[config.mk]
export PLATFORM = sky130hd
export DESIGN_NAME = addr_serial_rx
export DESIGN_NICKNAME = d
export VERILOG_FILES = /design/src/rtl/uarx_pkg.sv /design/src/rtl/uarx_sync.sv /design/src/rtl/uarx_frame.sv /design/src/rtl/uarx_fifo.sv /design/src/rtl/addr_serial_rx.sv
export SDC_FILE = /design/constraint.sdc
export NUM_CORES = 1
export LEC_CHECK = 0
export ABC_AREA = 1
export ABC_CLOCK_PERIOD_IN_PS = 1900
export BUFFER_PORTS_ARGS = -buffer_cell sky130_fd_sc_hd__buf_2
export CORE_MARGIN = 1
export CORE_UTILIZATION = 30
export CTS_CLUSTER_SIZE = 12
export DETAILED_ROUTE_END_ITERATION = 6
export GPL_TIMING_DRIVEN = 1
export PLACE_DENSITY = 0.55
export SLEW_MARGIN = 20
export SYNTH_ARGS = -nofsm -noshare
export SYNTH_HDL_FRONTEND = slang
export SYNTH_SLANG_ARGS = --single-unit
[constraint.sdc]
create_clock -name clk -period 1.9 [get_ports clk]
set_input_delay 0.38 -clock clk [delete_from_list [all_inputs] [get_ports clk]]
set_output_delay 0.38 -clock clk [all_outputs]
set_load 0.02 [all_outputs]
[src/rtl/uarx_pkg.sv]
package uarx_pkg;

    typedef enum logic [1:0] {
        ST_IDLE,
        ST_START,
        ST_DATA,
        ST_STOP
    } rx_state_t;

    typedef struct packed {
        logic       ferr;
        logic       b9;
        logic [7:0] data;
    } rx_char_t;

endpackage

[src/rtl/uarx_sync.sv]
module uarx_sync #(
    parameter int STAGES = 2
) (
    input  logic clk,
    input  logic rst_n,
    input  logic din,
    output logic dout
);
    logic [STAGES-1:0] sh_d, sh_q;

    always_comb begin
        sh_d = {sh_q[STAGES-2:0], din};
    end

    always_ff @(posedge clk or negedge rst_n) begin
        if (!rst_n) sh_q <= '1;
        else        sh_q <= sh_d;
    end

    assign dout = sh_q[STAGES-1];
endmodule

[src/rtl/uarx_frame.sv]
module uarx_frame
    import uarx_pkg::*;
#(
    parameter int OSR = 16
) (
    input  logic     clk,
    input  logic     rst_n,
    input  logic     en,
    input  logic     nine,
    input  logic     tick,
    input  logic     rx,
    output logic     done,
    output rx_char_t ch
);
    localparam int CW  = $clog2(OSR);
    localparam int MID = OSR / 2 + 1;

    typedef struct packed {
        rx_state_t st;
        logic [CW-1:0] cnt;
        logic [3:0]    bitn;
        logic [1:0]    win;
        logic [8:0]    sh;
        logic          done;
        rx_char_t      ch;
    } frame_regs_t;

    frame_regs_t r_d, r_q;
    logic vote, at_mid, at_end;
    logic [3:0] last_idx;

    always_comb begin
        r_d      = r_q;
        r_d.done = 1'b0;
        vote     = (r_q.win[1] & r_q.win[0]) | (r_q.win[1] & rx) | (r_q.win[0] & rx);
        at_mid   = (r_q.cnt == CW'(MID));
        at_end   = (r_q.cnt == CW'(OSR - 1));
        last_idx = nine ? 4'd8 : 4'd7;
        if (!en) begin
            r_d.st   = ST_IDLE;
            r_d.cnt  = '0;
            r_d.bitn = '0;
        end else if (tick) begin
            r_d.win = {r_q.win[0], rx};
            r_d.cnt = r_q.cnt + CW'(1);
            case (r_q.st)
                ST_IDLE: begin
                    if (!rx) begin
                        r_d.st  = ST_START;
                        r_d.cnt = CW'(1);
                    end else begin
                        r_d.cnt = '0;
                    end
                end
                ST_START: begin
                    if (at_mid && vote) begin
                        r_d.st  = ST_IDLE;
                        r_d.cnt = '0;
                    end else if (at_end) begin
                        r_d.st   = ST_DATA;
                        r_d.cnt  = '0;
                        r_d.bitn = '0;
                    end
                end
                ST_DATA: begin
                    if (at_mid) r_d.sh[r_q.bitn] = vote;
                    if (at_end) begin
                        r_d.cnt = '0;
                        if (r_q.bitn == last_idx) r_d.st = ST_STOP;
                        else                      r_d.bitn = r_q.bitn + 4'd1;
                    end
                end
                ST_STOP: begin
                    if (at_mid) begin
                        r_d.done    = 1'b1;
                        r_d.ch.data = r_q.sh[7:0];
                        r_d.ch.b9   = nine & r_q.sh[8];
                        r_d.ch.ferr = ~vote;
                        r_d.st      = ST_IDLE;
                        r_d.cnt     = '0;
                    end
                end
                default: r_d.st = ST_IDLE;
            endcase
        end
    end

    always_ff @(posedge clk or negedge rst_n) begin
        if (!rst_n) begin
            r_q     <= '0;
            r_q.st  <= ST_IDLE;
            r_q.win <= 2'b11;
        end else begin
            r_q <= r_d;
        end
    end

    assign done = r_q.done;
    assign ch   = r_q.ch;

    // the frame state advances only on a sample tick
    p_hold_no_tick_r9: assert property (@(posedge clk) disable iff (!rst_n)
        (en && !tick) |=> $stable(r_q.st));

    // a finished character always comes out of the stop-bit check
    p_done_from_stop_r7: assert property (@(posedge clk) disable iff (!rst_n)
        r_q.done |-> ($past(r_q.st) == ST_STOP && r_q.st == ST_IDLE));
endmodule

[src/rtl/uarx_fifo.sv]
module uarx_fifo
    import uarx_pkg::*;
#(
    parameter int DEPTH = 2
) (
    input  logic     clk,
    input  logic     rst_n,
    input  logic     wr,
    input  rx_char_t wdata,
    input  logic     rd,
    output rx_char_t rdata,
    output logic     empty,
    output logic     full
);
    localparam int AW = (DEPTH > 1) ? $clog2(DEPTH) : 1;
    localparam int CW = $clog2(DEPTH + 1);

    typedef struct packed {
        rx_char_t [DEPTH-1:0] mem;
        logic [AW-1:0] wp;
        logic [AW-1:0] rp;
        logic [CW-1:0] cnt;
    } fifo_regs_t;

    fifo_regs_t f_d, f_q;
    logic rd_ok;

    always_comb begin
        f_d   = f_q;
        rd_ok = rd && (f_q.cnt != '0);
        if (wr) begin
            f_d.mem[f_q.wp] = wdata;
            f_d.wp = (f_q.wp == AW'(DEPTH - 1)) ? '0 : f_q.wp + AW'(1);
        end
        if (rd_ok) begin
            f_d.rp = (f_q.rp == AW'(DEPTH - 1)) ? '0 : f_q.rp + AW'(1);
        end
        case ({wr, rd_ok})
            2'b10:   f_d.cnt = f_q.cnt + CW'(1);
            2'b01:   f_d.cnt = f_q.cnt - CW'(1);
            default: f_d.cnt = f_q.cnt;
        endcase
    end

    always_ff @(posedge clk or negedge rst_n) begin
        if (!rst_n) f_q <= '0;
        else        f_q <= f_d;
    end

    assign rdata = f_q.mem[f_q.rp];
    assign empty = (f_q.cnt == '0);
    assign full  = (f_q.cnt == CW'(DEPTH));

    // never written while full unless the head leaves in the same cycle
    p_no_overflow_r4: assert property (@(posedge clk) disable iff (!rst_n)
        (wr && full) |-> rd);

    // a pop on an empty queue leaves it empty
    p_pop_empty_r8: assert property (@(posedge clk) disable iff (!rst_n)
        (rd && empty && !wr) |=> empty);

    // popping the last entry drops data-ready
    p_last_pop_r8: assert property (@(posedge clk) disable iff (!rst_n)
        (rd && f_q.cnt == CW'(1) && !wr) |=> empty);
endmodule

[src/rtl/addr_serial_rx.sv]
module addr_serial_rx
    import uarx_pkg::*;
#(
    parameter int OSR   = 16,
    parameter int DEPTH = 2
) (
    input  logic       clk,
    input  logic       rst_n,
    input  logic       rx_en,
    input  logic       nine_bit,
    input  logic       addr_only,
    input  logic       tick,
    input  logic       rxd,
    input  logic       rd_pop,
    output logic [7:0] rd_data,
    output logic       rd_bit9,
    output logic       rd_ferr,
    output logic       data_ready,
    output logic       overrun
);
    logic     rx_s, done, keep, space, wr, empty, full;
    logic     ovr_d, ovr_q;
    rx_char_t ch, head;

    uarx_sync #(.STAGES(2)) u_sync (
        .clk(clk), .rst_n(rst_n), .din(rxd), .dout(rx_s)
    );

    uarx_frame #(.OSR(OSR)) u_frame (
        .clk(clk), .rst_n(rst_n), .en(rx_en), .nine(nine_bit),
        .tick(tick), .rx(rx_s), .done(done), .ch(ch)
    );

    always_comb begin
        keep  = !(nine_bit && addr_only && !ch.b9);
        space = !full || rd_pop;
        wr    = done && keep && !ovr_q && space;
        ovr_d = ovr_q;
        if (!rx_en)                          ovr_d = 1'b0;
        else if (done && keep && !ovr_q && !space) ovr_d = 1'b1;
    end

    always_ff @(posedge clk or negedge rst_n) begin
        if (!rst_n) ovr_q <= 1'b0;
        else        ovr_q <= ovr_d;
    end

    uarx_fifo #(.DEPTH(DEPTH)) u_fifo (
        .clk(clk), .rst_n(rst_n), .wr(wr), .wdata(ch),
        .rd(rd_pop), .rdata(head), .empty(empty), .full(full)
    );

    assign rd_data    = head.data;
    assign rd_bit9    = head.b9;
    assign rd_ferr    = head.ferr;
    assign data_ready = !empty;
    assign overrun    = ovr_q;

    // data characters in address mode never reach the queue
    p_filter_drop_r3: assert property (@(posedge clk) disable iff (!rst_n)
        (done && nine_bit && addr_only && !ch.b9) |-> !wr);

    // no writes while the overrun flag is set
    p_no_write_in_ovr_r5: assert property (@(posedge clk) disable iff (!rst_n)
        overrun |-> !wr);

    // the flag holds while enabled
    p_ovr_hold_r6: assert property (@(posedge clk) disable iff (!rst_n)
        (overrun && rx_en) |=> overrun);

    // disabling clears the flag
    p_ovr_clear_r6: assert property (@(posedge clk) disable iff (!rst_n)
        !rx_en |=> !overrun);
endmodule

# Word level (Yosys, flattened, before mapping)
# Cells that the tools add are included.
[word_totals]
reg_bits = 59
inputBits = 8
[op_classes]
addsub = 6
n_lt_le_gt_ge = 5
n_eq_ne = 20
muxes = 32
n_bitwise = 7
reduce_logical = 26
[op_table]
columns = ["op", "n"]
rows = [
  ["10-bit 2-to-1 mux", 6],
  ["11-bit 2-to-1 mux", 3],
  ["32-bit 2-to-1 mux", 1],
  ["6-bit case mux with 4 select lines", 1],
  ["20-bit bitwise mux", 1],
  ["9-bit 2-to-1 mux", 2],
  ["4-bit 2-to-1 mux", 3],
  ["6-bit 2-to-1 mux", 2],
  ["3-bit by 2-bit != test with 1-bit output (second input constant)", 4],
  ["6-bit AND reduction", 2],
  ["10-bit demux with 1-bit select", 1],
  ["1-bit logical AND", 10],
  ["9-bit bitwise mux", 1],
  ["3-bit != test (second input constant)", 3],
  ["4-bit by 1-bit adder with 4-bit output (second input constant)", 2],
  ["2-bit equality test (second input constant)", 4],
  ["4-bit equality test (second input constant)", 2],
  ["4-bit case mux with 2 select lines", 1],
  ["4-bit AND reduction", 2],
  ["1-bit logical NOT", 6],
  ["1-bit 2-to-1 mux", 6],
  ["4-bit by 5-bit < comparator with 1-bit output (second input constant)", 1],
  ["1-bit bitwise AND", 4],
  ["1-bit demux with 4-bit select", 1],
  ["other kinds (19)", 27],
]

# Logic depth before layout (Yosys ltp)
[logic_depth]
depth_word = 9
ltp_mapped = 11
mapped_depth_nobuf = 11

# Hierarchy
# A second synthesis with hierarchy kept.
[hier_totals]
cells_unflattened = 364
area_unflattened_um2 = 3015.4
[modules_own_cells]
columns = ["module", "n_inst", "cells_each", "area_per_inst_um2", "seq_area_each_um2"]
rows = [
  ["uarx_frame", 1, 214, 1766.7, 803.3],
  ["uarx_fifo", 1, 136, 1124.8, 600.6],
  ["addr_serial_rx", 1, 12, 71.3, 25.0],
  ["uarx_sync", 1, 2, 52.6, 52.6],
]

# Least setup slack after synthesis
# No wires, ideal clock.
[synth_timing]
path_kind = "reg2reg"
from = "register u_fifo.f_q[0] (netlist name)"
to = "register u_fifo.f_q[1] (netlist name)"
setup_ns = 0.131
t_arrival_ns = 1.409
t_required_ns = 1.769
path_slack_ns = 0.360
stages_incl_launch_ff = 9
n_path_buf = 0
period_less_slack_ns = 1.540
path_cell_list = "dfrtp_1 -> inv_2 -> nand2_1 -> nand2_1 -> inv_1 -> ha_1 -> a21oi_1 -> o21ai_0 -> xor2_1"
[synth_between]
word_cells_on_any_way = 12
cone_classes = "add/sub: 2; eq/ne: 3; mux: 1; reduce/logical: 6"
[synth_lines]
columns = ["item", "line_no", "text"]
rows = [
  ["from (decl)", "uarx_fifo.sv:25", "fifo_regs_t f_d, f_q;"],
  ["from (signal assigned)", "uarx_fifo.sv:46", "if (!rst_n) f_q <= '0;"],
  ["from (signal assigned)", "uarx_fifo.sv:47", "else f_q <= f_d;"],
  ["2-bit nonzero test *", "uarx_fifo.sv:30", "rd_ok = rd && (f_q.cnt != '0);"],
  ["1-bit logical AND *", "uarx_fifo.sv:30", ""],
  ["net u_fifo.rd_ok", "uarx_fifo.sv:26", "logic rd_ok;"],
  ["2-bit by 1-bit equality test with 1-bit output / 2-bit equality test (equally long branches)", "uarx_fifo.sv:38", "case ({wr, rd_ok})"],
  ["2-bit case mux with 2 select lines / 2-bit nonzero test (equally long branches)", "--", ""],
]
# Mark *: on every way through the listed nets, which the timed path passes. The rest lies on a longest branch.
# A chain may end at the register's enable or synchronous reset.

# Final worst setup path
[layout_timing]
from = "register u_fifo.f_q[2] (netlist name)"
to = "output port rd_bit9"
[layout_between]
elab_chain_len = 2
[layout_lines]
columns = ["item", "line_no", "text"]
rows = [
  ["10-bit 2-to-1 mux (not written as such) (2 in series)", "uarx_fifo.sv:50", "assign rdata = f_q.mem[f_q.rp];"],
  ["to (decl)", "addr_serial_rx.sv:16", "output logic rd_bit9,"],
]
# Every way passes these cells. The select of a mux whose other input is x is not followed.

==> metrics <==
Power, Total 2.940 mW; ys flop type dfrtp_1; count leader, synth nand2_1; Area Overhead vs Synth 15.72%; top cells by count, synth nand2_1 (120), dfrtp_1 (55), inv_1 (29); worst hold slack 138.5 ps; Core Box Area 0.009371 mm2; WP data arrival 1360 ps; total gr overflow 0; max cap viols 0; Post-synth ARST share 100.0%; first-pass GRT wire length 10290 um; LEAKAGE 1.700 nW; layout cell share with drive strength beyond 1 19.31%; clk_lat worst skew 330 ps; Slew Limit Fails 0; DRC violations left 0; Seq/Total Area, Yosys 50.45%; crit-path most repeated cell nand2_1; chip height 100.9 um; Die X 100.9 um; vias in the first global route 2246; setup_tns 0 ps; unrepaired setup endpoints after global routing no; outcome finished, final reports clean; post-synth net total 362; Synth Warn # 0; DR iter-0 viols 101; IO Pins 20; main area contributors after synthesis dfrtp_1 (47%), nand2_1 (15%), nand3_1 (4.3%); fin util 36.26%; period utilization 91.82%; CTS H-tree depth 3; Root Driver clkbuf_8; Tmin final 1745 ps; crit-path max cell delay 380 ps; Cell Pwr Density 865.0 mW/mm2; CP max stage cell dfrtp_1; Bufs on Longest Clock Path 2; Starting Density 31.34%; #FFs+latches synth 59; CTS tree built; largest area contributor in the synthesized netlist dfrtp_1; crit-path cells inv_1, nand2_1, nand2_1, buf_2; HP Class primary input to register; GP Congestion 0.7661; Max transition margin 71.91%; Mapped Cells 347; post-route cell area 0.003398 mm2; Max VDD drop 0.2701 mV; Cell Area, Placed 0.003187 mm2; CP Max Fanout 11; 1st-pass router iterations 4; crit start category register; port bufs 19; Worst Path Required 1520 ps; die area 0.01019 mm2; Setup Viol. Count Final 0; Netlist cell types 32; wire per inst 11.05 um; Post-CTS Repair Setup Buffers 0; area fraction of the dominant cell type after synthesis 46.87%; hold depth 1; setup slack, reg-to-reg 340 ps; CTS sink count 59; HPWL Detailed 3898 um; Crit Path Category register to output pin; nets 388; Worst R2R Path Depth 9; ANT nets after route 0; Vias 2239; initial antenna violation count 0; kind of end point of the critical path output pin; # rows 35; CTS clk-pin slew, worst paths 70 ps; DR vias/cell 4.416; Fin Clk Skew 6.140 ps; ANT cells 0; Syn Area/Cell 8.463 um2; EDFF count, synth 0; largest net degree at the start of global routing 44; FMAX 573.2 MHz; WL final 5600 um; Worst Max-Slew Pin Slew 420.9 ps; cell area after synthesis 0.002937 mm2; Total GRT Usage 13.00%; TritonCTS buffer count 9; Final Hold Vio Count 0
## path summary, 6_finish.rpt
| check | start | to |
|---|---|---|
| worst max-delay path | u_fifo.f_q[2] | rd_bit9 |
| worst min-delay path | rxd | u_sync.sh_q[0] |
| worst max register to register | u_fifo.f_q[0] | u_fifo.f_q[1] |
| worst min register to register | u_sync.sh_q[0] | u_sync.sh_q[1] |
| max in group asynchronous | rst_n | u_sync.sh_q[1] |
| min in group asynchronous | rst_n | u_fifo.f_q[11] |
## registers in the layout (all words and copies together) (netlist names)
| signal | flops |
|---|---|
| u_frame.done | 1 |
| u_sync.sh_q | 2 |
| overrun | 1 |
| u_fifo.f_q | 24 |
| u_frame.ch | 10 |
| u_frame.r_q | 21 |
## placed cells by master, fill, tap and decap left out, types with 10 or more instances in the layout
master	count
buf_2	19
inv_1	29
o21ai_2	12
nand2_1	120
o21ai_0	24
nand3_1	25
clkbuf_8	10
nor2_1	15
o21ai_1	14
dfrtp_1	55
## metal layers
layer	vias up	wire, um	global-route usage, %
met3	7	151	3.745
met1	1041	2817	16.19
met2	28	2554	21.29
met4	0	76	5.017
met5	-	0	0
li1	1163	-	-
## repair_timing
item                      4_1_cts  5_1_grt
resized for setup               0        0
hold buffers                    1        0
hold endpoints to repair       16        0
## where the power goes
group	internal, mW	switching (mW)
sequential	1.33	0.0418
combinational	0.134	0.285
clock	0.640	0.512
## worst max-delay path: cells and delay by family, from the launching register on
family                 cells  cell delay [ps]
buffers and inverters      2              480
DFF                        1              380
and+or+nand+nor            2              170
## area by class of cell
type | count | area, um2
fillers | 979 | 5973
well taps | 129 | 161.4
inverters | 32 | 120.1
multi-input cells | 245 | 1271
repair buffers | 26 | 162.7
clock inverters | 6 | 63.81
flip-flops and latches | 59 | 1481
clock buffers | 10 | 137.6
## cells by family (layout without fill, tap and decap cells)
logic type / after synthesis / after routing / synth area share [%]
adders and majority gates: 7 / 7 / 2.982
xor gates and xnor gates: 6 / 6 / 1.790
DFF: 59 / 59 / 50.45
and+or+nand+nor: 176 / 176 / 27.01
AOI/OAI and AO/OA: 56 / 56 / 11.50
buffers and inverters: 43 / 74 / 6.263
## metrics by stage
step	instances	setup slack [ps]
3_5_place_dp	490	181.7
3_3_place_gp	490	217.3
5_1_grt	507	2.493
6_report	507	155.5
4_1_cts	507	110.2
2_1_floorplan	347	359.8
(Power assumes the default switching activity.)
